--- src/rtl/adc_host_pkg.sv ---
package adc_host_pkg;

  typedef enum logic [1:0] {
    MODE_SINGLE = 2'b00,
    MODE_FREE   = 2'b01,
    MODE_SYNC   = 2'b10,
    MODE_ALT    = 2'b11
  } conv_mode_e;

  typedef enum logic [1:0] {
    ST_IDLE  = 2'b00,
    ST_ARM   = 2'b01,
    ST_FRAME = 2'b10
  } host_state_e;

endpackage

--- src/rtl/adc_clk_gen.sv ---
// Converter clock divider with phase and clock-number tracking.
// While idle the phase rests at DIV-1 and the clock number at the last
// clock of a frame, so starting a frame and continuing into the next one
// follow the same path.
module adc_clk_gen #(
  parameter int DIV        = 8,
  parameter int FRAME_CLKS = 14,
  localparam int HI        = DIV / 2,
  localparam int LO        = DIV - HI,
  localparam int MID       = HI + LO / 2,
  localparam int PH_W      = $clog2(DIV),
  localparam int CN_W      = $clog2(FRAME_CLKS + 1)
) (
  input  logic            clk,
  input  logic            rst_n,
  input  logic            adv,
  output logic            sclk,
  output logic            active,
  output logic [CN_W-1:0] cnum,
  output logic            first_cyc,
  output logic            fall_last,
  output logic            last_cyc,
  output logic            mid_low
);

  logic [PH_W-1:0] ph_q, ph_nx;
  logic [CN_W-1:0] cn_q, cn_nx;
  logic            sclk_q, sclk_nx;
  logic            act_q;
  logic            ph_wrap;

  assign ph_wrap = (ph_q == PH_W'(DIV - 1));

  always_comb begin
    ph_nx = ph_wrap ? '0 : ph_q + 1'b1;
    cn_nx = cn_q;
    if (ph_wrap) begin
      cn_nx = (cn_q == CN_W'(FRAME_CLKS)) ? CN_W'(1) : cn_q + 1'b1;
    end
    if (!adv) begin
      ph_nx = PH_W'(DIV - 1);
      cn_nx = CN_W'(FRAME_CLKS);
    end
    sclk_nx = adv && (ph_nx < PH_W'(HI));
  end

  always_ff @(posedge clk or negedge rst_n) begin
    if (!rst_n) begin
      ph_q   <= PH_W'(DIV - 1);
      cn_q   <= CN_W'(FRAME_CLKS);
      sclk_q <= 1'b0;
      act_q  <= 1'b0;
    end else begin
      ph_q   <= ph_nx;
      cn_q   <= cn_nx;
      sclk_q <= sclk_nx;
      act_q  <= adv;
    end
  end

  assign sclk      = sclk_q;
  assign active    = act_q;
  assign cnum      = cn_q;
  assign first_cyc = act_q && (ph_q == '0) && (cn_q == CN_W'(1));
  assign fall_last = act_q && (ph_q == PH_W'(HI)) && (cn_q == CN_W'(FRAME_CLKS));
  assign last_cyc  = act_q && ph_wrap && (cn_q == CN_W'(FRAME_CLKS));
  assign mid_low   = act_q && (ph_q == PH_W'(MID));

endmodule

--- src/rtl/adc_conv_ctrl.sv ---
// Start-convert sequencer shared by the three modes.
module adc_conv_ctrl
  import adc_host_pkg::*;
#(
  parameter int DIV = 8,
  localparam int LO = DIV - DIV / 2,
  localparam int AW = $clog2(LO + 1)
) (
  input  logic       clk,
  input  logic       rst_n,
  input  logic [1:0] mode,
  input  logic       go,
  input  logic       first_cyc,
  input  logic       fall_last,
  input  logic       last_cyc,
  output logic       adv,
  output logic       sc_n
);

  host_state_e st_q, st_nx;
  logic        sc_q, sc_nx;
  logic [AW-1:0] arm_q, arm_nx;
  logic        arm_en;
  conv_mode_e  mode_e;

  assign mode_e = conv_mode_e'(mode);

  always_comb begin
    st_nx  = st_q;
    sc_nx  = sc_q;
    arm_nx = arm_q;
    arm_en = 1'b0;
    adv    = 1'b0;
    case (st_q)
      ST_IDLE: begin
        if (go) begin
          st_nx  = ST_ARM;
          sc_nx  = 1'b0;
          arm_nx = '0;
          arm_en = 1'b1;
        end
      end
      ST_ARM: begin
        if (arm_q == AW'(LO - 1)) begin
          adv   = 1'b1;
          st_nx = ST_FRAME;
        end else begin
          arm_nx = arm_q + 1'b1;
          arm_en = 1'b1;
        end
      end
      ST_FRAME: begin
        adv = !(last_cyc && sc_q);
        if (last_cyc && sc_q) begin
          st_nx = ST_IDLE;
        end
        // sc_n never moves in the cycle that precedes a rising edge
        if (!last_cyc) begin
          case (mode_e)
            MODE_FREE: sc_nx = sc_q | !go;
            MODE_SYNC: begin
              if (first_cyc) begin
                sc_nx = 1'b1;
              end else if (fall_last && go) begin
                sc_nx = 1'b0;
              end
            end
            default: begin
              if (first_cyc) begin
                sc_nx = 1'b1;
              end
            end
          endcase
        end
      end
      default: st_nx = ST_IDLE;
    endcase
  end

  always_ff @(posedge clk or negedge rst_n) begin
    if (!rst_n) begin
      st_q <= ST_IDLE;
      sc_q <= 1'b1;
    end else begin
      st_q <= st_nx;
      sc_q <= sc_nx;
    end
  end

  always_ff @(posedge clk or negedge rst_n) begin
    if (!rst_n) begin
      arm_q <= '0;
    end else if (arm_en) begin
      arm_q <= arm_nx;
    end
  end

  assign sc_n = sc_q;

endmodule

--- src/rtl/adc_word_asm.sv ---
// Serial-to-parallel word assembly, MSB first, skipping preamble clocks.
module adc_word_asm #(
  parameter int WORD_W     = 10,
  parameter int FRAME_CLKS = 14,
  parameter int CN_W       = 4,
  localparam int FIRST     = FRAME_CLKS - WORD_W + 1
) (
  input  logic              clk,
  input  logic              rst_n,
  input  logic              mid_low,
  input  logic [CN_W-1:0]   cnum,
  input  logic              sdata,
  output logic [WORD_W-1:0] word,
  output logic              vld
);

  logic [WORD_W-1:0] sh_q, sh_nx;
  logic [WORD_W-1:0] word_q;
  logic              vld_q;
  logic              take, lsb;

  assign take  = mid_low && (cnum >= CN_W'(FIRST));
  assign lsb   = mid_low && (cnum == CN_W'(FRAME_CLKS));
  assign sh_nx = {sh_q[WORD_W-2:0], sdata};

  always_ff @(posedge clk or negedge rst_n) begin
    if (!rst_n) begin
      sh_q <= '0;
    end else if (take) begin
      sh_q <= sh_nx;
    end
  end

  always_ff @(posedge clk or negedge rst_n) begin
    if (!rst_n) begin
      word_q <= '0;
    end else if (lsb) begin
      word_q <= sh_nx;
    end
  end

  always_ff @(posedge clk or negedge rst_n) begin
    if (!rst_n) begin
      vld_q <= 1'b0;
    end else begin
      vld_q <= lsb;
    end
  end

  assign word = word_q;
  assign vld  = vld_q;

endmodule

--- src/rtl/adc_serial_host.sv ---
// Host-side reader for a fourteen-clock serial converter.
module adc_serial_host #(
  parameter int DIV        = 8,
  parameter int WORD_W     = 10,
  parameter int FRAME_CLKS = 14,
  parameter int RST_STAGES = 2,
  localparam int CN_W      = $clog2(FRAME_CLKS + 1)
) (
  input  logic              clk,
  input  logic              rst_n,
  input  logic [1:0]        mode,
  input  logic              go,
  output logic              sclk,
  output logic              sc_n,
  input  logic              sdata,
  output logic [WORD_W-1:0] data_out,
  output logic              data_vld
);

  logic [RST_STAGES-1:0] rs_q;
  logic                  rst_int_n;
  logic                  adv, clk_act;
  logic [CN_W-1:0]       cnum;
  logic                  first_cyc, fall_last, last_cyc, mid_low;

  // asynchronous assert, synchronous release
  always_ff @(posedge clk or negedge rst_n) begin
    if (!rst_n) begin
      rs_q <= '0;
    end else begin
      rs_q <= {rs_q[RST_STAGES-2:0], 1'b1};
    end
  end
  assign rst_int_n = rs_q[RST_STAGES-1];

  adc_clk_gen #(
    .DIV        (DIV),
    .FRAME_CLKS (FRAME_CLKS)
  ) u_clk (
    .clk       (clk),
    .rst_n     (rst_int_n),
    .adv       (adv),
    .sclk      (sclk),
    .active    (clk_act),
    .cnum      (cnum),
    .first_cyc (first_cyc),
    .fall_last (fall_last),
    .last_cyc  (last_cyc),
    .mid_low   (mid_low)
  );

  adc_conv_ctrl #(
    .DIV (DIV)
  ) u_ctrl (
    .clk       (clk),
    .rst_n     (rst_int_n),
    .mode      (mode),
    .go        (go),
    .first_cyc (first_cyc),
    .fall_last (fall_last),
    .last_cyc  (last_cyc),
    .adv       (adv),
    .sc_n      (sc_n)
  );

  adc_word_asm #(
    .WORD_W     (WORD_W),
    .FRAME_CLKS (FRAME_CLKS),
    .CN_W       (CN_W)
  ) u_asm (
    .clk     (clk),
    .rst_n   (rst_int_n),
    .mid_low (mid_low),
    .cnum    (cnum),
    .sdata   (sdata),
    .word    (data_out),
    .vld     (data_vld)
  );

endmodule

--- config.mk ---
export PLATFORM = sky130hd
export DESIGN_NAME = adc_serial_host
export DESIGN_NICKNAME = d
export VERILOG_FILES = /design/src/rtl/adc_host_pkg.sv /design/src/rtl/adc_clk_gen.sv /design/src/rtl/adc_conv_ctrl.sv /design/src/rtl/adc_word_asm.sv /design/src/rtl/adc_serial_host.sv
export SDC_FILE = /design/constraint.sdc
export NUM_CORES = 1
export LEC_CHECK = 0
export CORE_MARGIN = 3
export CORE_UTILIZATION = 45
export DETAILED_ROUTE_END_ITERATION = 8
export PLACE_DENSITY_LB_ADDON = 0.05
export SYNTH_ARGS = -nofsm -noshare
export SYNTH_HDL_FRONTEND = slang
export SYNTH_SLANG_ARGS = --single-unit
--- constraint.sdc ---
create_clock -name clk -period 1.17 [get_ports clk]
set_input_delay 0.2925 -clock clk [delete_from_list [all_inputs] [get_ports clk]]
set_output_delay 0.2925 -clock clk [all_outputs]
set_load 0.01 [all_outputs]
==> flow_summary_export.csv <==
group,metric,value,unit
floorplanning,pin_count,19,
clock_network,clk_pin_slew,0.07,ns
timing,min_period,1.780,ns
timing,setup_slack,-0.6096,ns
outcome,violations,"negative setup slack",
routing,final_antenna_net_count,0,
setup_path,r2r_start,"u_clk.ph_q[1]",
timing,fmax,0.5619,GHz
setup_path,worstSetupPathType,"reg -> reg",
floorplanning,die_w,69.52,um
power_and_ir_drop,internal-power,4.318,mW
routing,drt-pass1-iter-count,5,
job,drv_cap,0,
layout,final_nets,228,
hold_path,hold_path_class,"in -> async",
placement,io_buffer_count,18,
grt,grt_use_met1,0.2090,
layout,layout_common_cells,"buf_4, dfrtp_1, mux2_2, nand2_1, buf_2",
floorplanning,coreArea,0.003771,mm^2
placement,place.gp.congestion,0.7340,
clock_network,cts_root_buf,"clkbuf_8",
logic_synthesis,ys_top_cells_by_area,"dfrtp_1, mux2_2, dfstp_2",
timing,whs,0.1635,ns
routing,vias,1280,
grt,met3_usage,0.04638,
setup_path,r2r_slack,-0.61,ns
floorplanning,initial_core_util,0.4814,
logic_synthesis,ys_types,38,
layout,drive_above_1_share,0.5905,
placement,placedInstanceArea,0.002360,mm^2
logic_synthesis,yosysWarningCount,0,
power_and_ir_drop,seqPwrFrac,0.298,
layout,area_growth,47.42,%
power_and_ir_drop,power-per-cell-area,2500,mW/mm^2
setup_path,cp_max_fo,5,
routing,wl_per_cell,14.41,um
routing,drc,0,
floorplanning,rows,22,
power_and_ir_drop,p_comb_frac,0.556,
clock_network,cts_buffer_depth,2,
logic_synthesis,synth_top_area_frac,0.4135,
grt,gr-usage-all-layers,0.1673,
power_and_ir_drop,peakVddDrop,1823,uV
grt,grt_max_degree,36,
grt,met2_usage,0.2839,
grt,grt.overflow.total,0,
placement,dp_slack,-0.6356,ns
timing,setup_viol,36,
layout,stdcell_area,0.002676,mm^2
setup_path,reg2reg_depth,7,
setup_path,critPathRequiredTime,1.34,ns
clock_network,cts_tree,"built",
clock_network,clk_latency,0.28,ns
routing,vias_per_cell,4.961,
logic_synthesis,synthesis.nets,165,
timing,timing.final.crit_share,1.521,
grt,grt_pass1_vias,1370,
logic_synthesis,syn_area,0.001815,mm^2
grt,antenna_found_initial,0,
power_and_ir_drop,clockPowerShare,0.147,
layout,multiInputGateArea,0.001017,mm^2
setup_path,r2r-end,"u_asm.word[5]",
logic_synthesis,syn_area_per_cell,12.43,um^2
power_and_ir_drop,power,6.692,mW
layout,final-seq-area,934.6,um^2
logic_synthesis,synth_cells,146,
routing,dr.first_iter.drc_count,30,
setup_path,crit_end,"u_asm.word[5]",
grt,grt_pass1_wl,6.472,mm
floorplanning,die_h,69.52,um
logic_synthesis,synth_top_cell_by_area,"dfrtp_1",
timing,slew_viol_final,0,
clock_network,cts_sinks,37,
outcome,outcome,"finished, violations left",
layout,final_common_cell,"buf_4",
layout,n_fill_cell,249,
setup_path,cp.arrival,1.95,ns
routing,drt-total-wl,3.717,mm
power_and_ir_drop,p_leak,1.311,nW
logic_synthesis,ys_seq_elements,37,
setup_path,setup.worst_path.start,"u_clk.ph_q[1]",
timing,rsz0062_at_grt,"true",
setup_path,cp-start-kind,"flip-flop",
clock_network,cts_max_level,2,
setup_path,crit_path_end_kind,"flip-flop",
clock_network,numCtsBuffers,5,
layout,diodes,0,
grt,grt_busiest_layer,"met2",
logic_synthesis,synth_seq_area_share,0.5148,
timing,fin_worst_skew,0.004239,ns
power_and_ir_drop,switching_share,0.3547,
placement,hpwl,2.529,mm
power_and_ir_drop,p_switching,2.373,mW
floorplanning,die-area,0.004832,mm^2
timing,hold_viol,0,
registers in the layout, summed over array words and instances, names as in the netlist:
signal	flops
u_clk.cnum	4
u_ctrl.st_q	2
u_ctrl.arm_q	3
u_clk.sclk	1
u_clk.active	1
u_asm.word	10
u_clk.ph_q	3
rs_q	2
u_ctrl.sc_n	1
u_asm.sh_q	9
u_asm.vld	1
power by group through the flow:
stage                     clock, mW  sequential (mW)  combinational, mW
final                         0.982             1.99               3.72
after global routing           1.09             2.05               4.05
after CTS                      1.03             1.99               3.57
after detailed placement          0             2.01               2.89
after global placement            0             1.98               2.77
after floorplan                   0             2.01               1.72
synth_stat cells:
cell type,instances
ha_1,13
o31ai_1,1
mux2_1,2
o21ai_2,1
nand4_2,1
xor2_1,1
nand2_1,13
and3b_2,1
dfrtp_1,30
nand4_1,1
inv_1,11
a221o_1,1
a2bb2oi_1,1
dfstp_2,7
nand3_2,1
o32ai_1,1
nand4b_1,2
nor2_1,2
nand3b_1,2
buf_4,2
buf_2,1
nand3_1,3
and2_1,1
and2_4,1
o22a_1,1
buf_6,1
a21boi_2,1
o221ai_1,4
o21bai_1,1
conb_1,1
nor4_2,1
o21a_1,1
nor2b_1,3
o21ai_0,5
a21oi_1,3
mux2_2,20
nand4b_4,1
nand2b_1,3
worst min-delay path by stage:
stage / from / end / slack (ns)
finish: rst_n / rs_q[0] / 0.16
global route: rst_n / rs_q[1] / 0.15
CTS: rst_n / rs_q[0] / 0.16
detailed placement: rs_q[1] / u_ctrl.st_q[1] / 0.23
global placement: rs_q[1] / u_clk.cnum[0] / 0.23
floorplan: rst_n / rs_q[0] / -0.003
per-stage QoR:
stage                     instances    util  setup TNS, ns
after global routing            258  0.7097         -19.10
final                           258  0.7097         -16.98
after global placement          239  0.6257         -16.11
after CTS                       254  0.6885         -16.31
after floorplan                 146       -         -12.62
after detailed placement        239  0.6257         -17.20
cell families (layout without fill, tap and decap cells):
group / Yosys count / after routing / synth area share
other: 1 / 1 / 0.002066
muxes: 22 / 22 / 0.1365
DFF: 37 / 37 / 0.5148
and+or+nand+nor: 36 / 36 / 0.1275
xor gates and xnor gates: 1 / 1 / 0.004825
adders and majority gates: 13 / 13 / 0.08960
buffers and inverters: 15 / 79 / 0.03997
AOI/OAI and AO/OA: 21 / 21 / 0.08477
layout make-up:
class,instances,area share
clock buffer,7,0.03600
clock inverter,1,0.003273
inverter,11,0.01543
multi-input combinational,94,0.3801
sequential,37,0.3492
tap,48,0.02244
timing repair buffer,60,0.1935
critical path, stage by stage (launching register included):
cell       delay [ns]
dfstp_2          0.57
buf_4            0.13
ha_4             0.12
nand3_2          0.08
buf_6            0.13
nor2_4           0.14
clkbuf_16        0.17
mux2_2           0.32
repair_timing:
action                     in CTS  in global routing
gates resized for setup        81                  9
pin swaps                       9                  5
setup endpoints to repair      48                 37
cloned                          0                  1
setup buffers                   7                  3
hold buffers                    0                  0
per-layer routing:
layer  wire length (um)  share of wire
met1               1658           0.45
met2               1879           0.51
met3                161          0.043
met4                 17         0.0046
met5                  0              0
(Power assumes the default switching activity.)
